==> src/rtl/gpx16_regbank.sv <==
module gpx16_regbank #(
  parameter logic [7:0] KEY_FIRST  = 8'h12,
  parameter logic [7:0] KEY_SECOND = 8'h34
) (
  input  logic        clk,
  input  logic        rst_n,
  input  logic [7:0]  addr,
  input  logic [7:0]  wdata,
  input  logic        wr_en,
  input  logic        rd_en,
  output logic [7:0]  rdata,
  input  logic [15:0] pad_in,
  output logic [15:0] pad_out,
  output logic [15:0] pad_oe,
  output logic [15:0] pad_pu,
  output logic [15:0] pad_pd,
  output logic        osc_out
);
  localparam logic [7:0] A_PU   = 8'h06;
  localparam logic [7:0] A_PD   = 8'h08;
  localparam logic [7:0] A_OD   = 8'h0A;
  localparam logic [7:0] A_POL  = 8'h0C;
  localparam logic [7:0] A_DIR  = 8'h0E;
  localparam logic [7:0] A_DAT  = 8'h10;
  localparam logic [7:0] A_CLK  = 8'h1E;
  localparam logic [7:0] A_MISC = 8'h1F;
  localparam logic [7:0] A_KEY  = 8'h7D;

  logic [15:0] pu_q, pd_q, od_q, pol_q, dir_q, dat_q;
  logic [7:0]  clk_q, misc_q, rdata_q, rd_val;
  logic        key_q;

  wire key_hit = wr_en && addr == A_KEY && wdata == KEY_SECOND && key_q;
  wire [15:0] level = pad_in ^ pol_q;

  always_ff @(posedge clk or negedge rst_n) begin
    if (!rst_n) key_q <= 1'b0;
    else if (wr_en) key_q <= (addr == A_KEY) && (wdata == KEY_FIRST);
  end

  always_ff @(posedge clk or negedge rst_n) begin
    if (!rst_n) begin
      pu_q <= '0; pd_q <= '0; od_q <= '0; pol_q <= '0;
      dir_q <= '1; dat_q <= '0; clk_q <= '0; misc_q <= '0;
    end else if (key_hit) begin
      pu_q <= '0; pd_q <= '0; od_q <= '0; pol_q <= '0;
      dir_q <= '1; dat_q <= '0; clk_q <= '0; misc_q <= '0;
    end else if (wr_en) begin
      case (addr)
        A_PU:       pu_q[15:8]  <= wdata;
        A_PU + 1:   pu_q[7:0]   <= wdata;
        A_PD:       pd_q[15:8]  <= wdata;
        A_PD + 1:   pd_q[7:0]   <= wdata;
        A_OD:       od_q[15:8]  <= wdata;
        A_OD + 1:   od_q[7:0]   <= wdata;
        A_POL:      pol_q[15:8] <= wdata;
        A_POL + 1:  pol_q[7:0]  <= wdata;
        A_DIR:      dir_q[15:8] <= wdata;
        A_DIR + 1:  dir_q[7:0]  <= wdata;
        A_DAT:      dat_q[15:8] <= wdata;
        A_DAT + 1:  dat_q[7:0]  <= wdata;
        A_CLK:      clk_q       <= wdata;
        A_MISC:     misc_q      <= wdata;
        default: ;
      endcase
    end
  end

  always_comb begin
    case (addr)
      A_PU:      rd_val = pu_q[15:8];
      A_PU + 1:  rd_val = pu_q[7:0];
      A_PD:      rd_val = pd_q[15:8];
      A_PD + 1:  rd_val = pd_q[7:0];
      A_OD:      rd_val = od_q[15:8];
      A_OD + 1:  rd_val = od_q[7:0];
      A_POL:     rd_val = pol_q[15:8];
      A_POL + 1: rd_val = pol_q[7:0];
      A_DIR:     rd_val = dir_q[15:8];
      A_DIR + 1: rd_val = dir_q[7:0];
      A_DAT:     rd_val = level[15:8];
      A_DAT + 1: rd_val = level[7:0];
      A_CLK:     rd_val = clk_q;
      A_MISC:    rd_val = misc_q;
      default:   rd_val = 8'h00;
    endcase
  end

  always_ff @(posedge clk or negedge rst_n) begin
    if (!rst_n) rdata_q <= 8'h00;
    else if (rd_en) rdata_q <= rd_val;
  end

  assign rdata   = rdata_q;
  assign pad_oe  = ~dir_q & ~(od_q & dat_q);
  assign pad_out = dat_q & ~od_q;
  assign pad_pu  = pu_q;
  assign pad_pd  = pd_q;
  assign osc_out = clk_q[4] & clk_q[0];
endmodule

==> config.mk <==
export PLATFORM = sky130hd
export DESIGN_NAME = gpx16_regbank
export DESIGN_NICKNAME = d
export VERILOG_FILES = /design/src/rtl/gpx16_regbank.sv
export SDC_FILE = /design/constraint.sdc
export NUM_CORES = 1
export LEC_CHECK = 0
export BUFFER_PORTS_ARGS = -buffer_cell sky130_fd_sc_hd__buf_4
export CAP_MARGIN = 20
export CORE_UTILIZATION = 51
export CTS_CLUSTER_DIAMETER = 60
export CTS_CLUSTER_SIZE = 25
export DETAILED_ROUTE_END_ITERATION = 10
export GPL_ROUTABILITY_DRIVEN = 0
export GPL_TIMING_DRIVEN = 0
export PLACE_DENSITY_LB_ADDON = 0.05
export SLEW_MARGIN = 20
export SYNTH_ARGS = -nofsm -noshare
export SYNTH_HDL_FRONTEND = slang
export SYNTH_SLANG_ARGS = --single-unit
==> constraint.sdc <==
create_clock -name clk -period 1.8 [get_ports clk]
set_input_delay 0.45 -clock clk [delete_from_list [all_inputs] [get_ports clk]]
set_output_delay 0.45 -clock clk [all_outputs]
set_load 0.02 [all_outputs]
==> impl_metrics.yaml <==
sta:
  fmax_ghz: 0.4814
  fin_skew_ns: 0.01212
  period_share_pct: 115.4
  worst_pin_slew_ns: 0.6746
  drv_slew: 0
  setup_viol: 118
  slew_headroom_pct: 55.03
  period_minus_slack_ns: 2.077
  hold_viol_final: 4
  holdWs_ns: -0.01356
  fin_ws_ns: -0.2772
  rsz0062_at_grt: "yes"
synthesis:
  yosys.area_share.adder_pct: 0
  synth_cell_types: 65
  synth_fp_nets: 576
  synth_cells: 540
  synth_top_area_cell: "dfrtp_1"
  synth_top_family_by_area: "compound AO/OA/AOI/OAI gates"
  synth-async-reset-ratio_pct: 100.0
  synth_flop_cell: "dfrtp_1"
  muxShareOfSynthArea_pct: 17.50
  synthSimpleGateAreaFrac_pct: 11.76
  synth_area_leaders: "dfrtp_1 (41%), mux2_4 (8.2%), mux2_2 (7.4%)"
  yosys-top-cells-count: "dfrtp_1 (105), mux2_2 (42), mux2_4 (35)"
  ys_seq_area_share_pct: 47.59
  synth.top_cell.area_share_pct: 41.02
  synth-seq-cells: 121
  ys.warnings.count: 0
  syn_area_um2: 6405
  synth_compound_area_share_pct: 18.46
  synth_edf_count: 0
  synth.most_common_cell: "dfrtp_1"
  synth_xor_xnor_area_share_pct: 2.188
  syn_avg_cell_area_um2: 11.86
grt:
  antenna_found_initial: 0
  grt_pass1_vias: 5616
  grt_usage_pct: 35.25
  grt_first_pass_wirelength_um: 33240
  grt_start_max_net_pins: 63
  grt-ovfl-total: 0
routing:
  drtIter0Drc: 511
  routed_wl_um: 22200
  drtPass1Iterations: 6
  wl_per_cell_um: 25.29
  num_vias: 5707
  vias_per_cell: 6.500
  ant_nets: 0
  drc: 0
power_and_ir_drop:
  power-per-cell-area_nw_per_um2: 802.5
  power_mw: 7.115
  ir_worst_vdd_v: 0.0005943
  p_leak_nw: 4.035
critical_path:
  crit_path_end_kind: "flip-flop"
  crit_slowest_cell: "or4_4"
  cp_max_fo: 8
  criticalPathCategory: "primary input to flip-flop"
  cpPeakStageDelay_ns: 0.46
  crit_required_ns: 2.10
  path_cells: "buf_8 > or3_1 > or4_4 > nor4_4 > buf_6 > buf_12 > o21ai_4 > mux2_4"
  cp.arrival_ns: 2.38
  startpoint_type: "primary input"
floorplanning:
  start_util_pct: 52.88
  die_area_um2: 13010
  die_y_um: 114.1
  fp.dieW_um: 114.1
  io_pins: 109
  rows: 40
  core_area_um2: 12110
clock_tree:
  path_clk_slew_ns: 0.05
  ctsRootBufferMaster: "clkbuf_16"
  insertion_delay_ns: 0.43
  clockBufferDepth: 2
  ctsHoldBuffers: 0
  cts_tree: "built"
  cts_max_level: 4
  cts_made_buffers: 17
  cts_sinks: 121
final_layout:
  regArea_um2: 3048
  finalNetCount: 733
  postLayoutCoreUtil_pct: 73.20
  multi_input_area_um2: 3627
  antenna_cells: 0
  syn_to_final_growth_pct: 38.43
  stdcell_area_um2: 8866
  drive_gt1_share_pct: 46.90
  fill_cells: 853
outcome:
  violations: "hold timing, setup timing"
  status: "finished with violations"
run:
  max_cap_violations: 0
place:
  io_buffers: 105
  placed_cell_area_um2: 7567
  dp_slack_ns: -1.253
  hpwl_um: 14940
worst_hold_path:
  hold_path.class: "primary input to async pin"
-- through the flow --
stage	TNS [ns]	instances
global route	-26.91	878
global placement	-121.06	813
detailed placement	-122.48	814
finish	-23.19	878
CTS	-18.49	869
floorplan	-67.36	540
-- final timing paths --
path / from / end / slack (ns) / cells past startpoint
min in group clk: wdata[6] / od_q[14] / 0.28 / 2
worst min register to register: clk_q[5] / clk_q[5] / 0.49 / 1
max in group asynchronous: rst_n / dir_q[5] / 1.06 / 2
worst max register to register: key_q / pol_q[0] / 0.04 / 7
worst min-delay path: rst_n / pad_pd[15] / -0.01 / 1
worst max-delay path: wdata[0] / misc_q[7] / -0.28 / 8
-- cells in the final DEF, fill, tap and decap left out, drive strengths merged, types with 6 or more instances in the layout --
cell / n
o2bb2ai: 26
o22a: 13
mux2: 77
nor2b: 30
nand3b: 6
nand3: 10
nor2: 19
a21oi: 23
nor3: 8
nand2: 27
dfstp: 16
buf: 153
a32o: 9
nor4: 6
mux2i: 10
xor2: 11
a31oi: 9
o21ai: 18
clkbuf: 46
a22oi: 9
dfrtp: 105
-- flip-flops by register name (all words and copies together), names as in the netlist --
name,count
od_q,16
dir_q,16
pad_pu,16
clk_q,8
pad_pd,16
misc_q,8
rdata,8
key_q,1
dat_q,16
pol_q,16
-- worst max-delay path, delay by kind of cell --
family	cells	cell delay, ns
AO/OA/AOI/OAI	1	0.16
buffers and inverters	3	0.43
multiplexers	1	0.35
AND/OR/NAND/NOR	3	0.99
-- power by group --
group	internal, mW	switching, mW
clock network	1.96	1.18
logic	0.428	0.532
registers	2.87	0.138
-- final cells by class --
cell class | count | area share (%)
Tap cell | 168 | 2.371
Inverter | 5 | 0.2117
Clock inverter | 4 | 0.5080
Clock buffer | 28 | 5.490
Buffer | 30 | 2.399
Multi-Input combinational cell | 381 | 40.91
Sequential cell | 121 | 34.38
Timing Repair Buffer | 141 | 13.73
-- logic make-up after synthesis --
group           count (synthesis)
flops                         121
mux                            88
xor+xnor                       16
compound gates                145
buf+inv                        38
simple gates                  132
-- layer usage --
metal | vias up | routed length (um) | global-route usage, %
met5 | - | 0 | 0
li1 | 2381 | - | -
met1 | 2828 | 8976 | 47.86
met2 | 410 | 9951 | 53.13
met4 | 0 | 916 | 15.50
met3 | 88 | 2356 | 9.476
-- repair_timing --
item	CTS	global route
endpoints found under the hold margin	0	0
pin swaps	15	10
endpoints found under the setup margin	121	121
gates resized for setup	56	28
buffers inserted	26	9
Note: power is estimated with default switching activity, not from simulation.
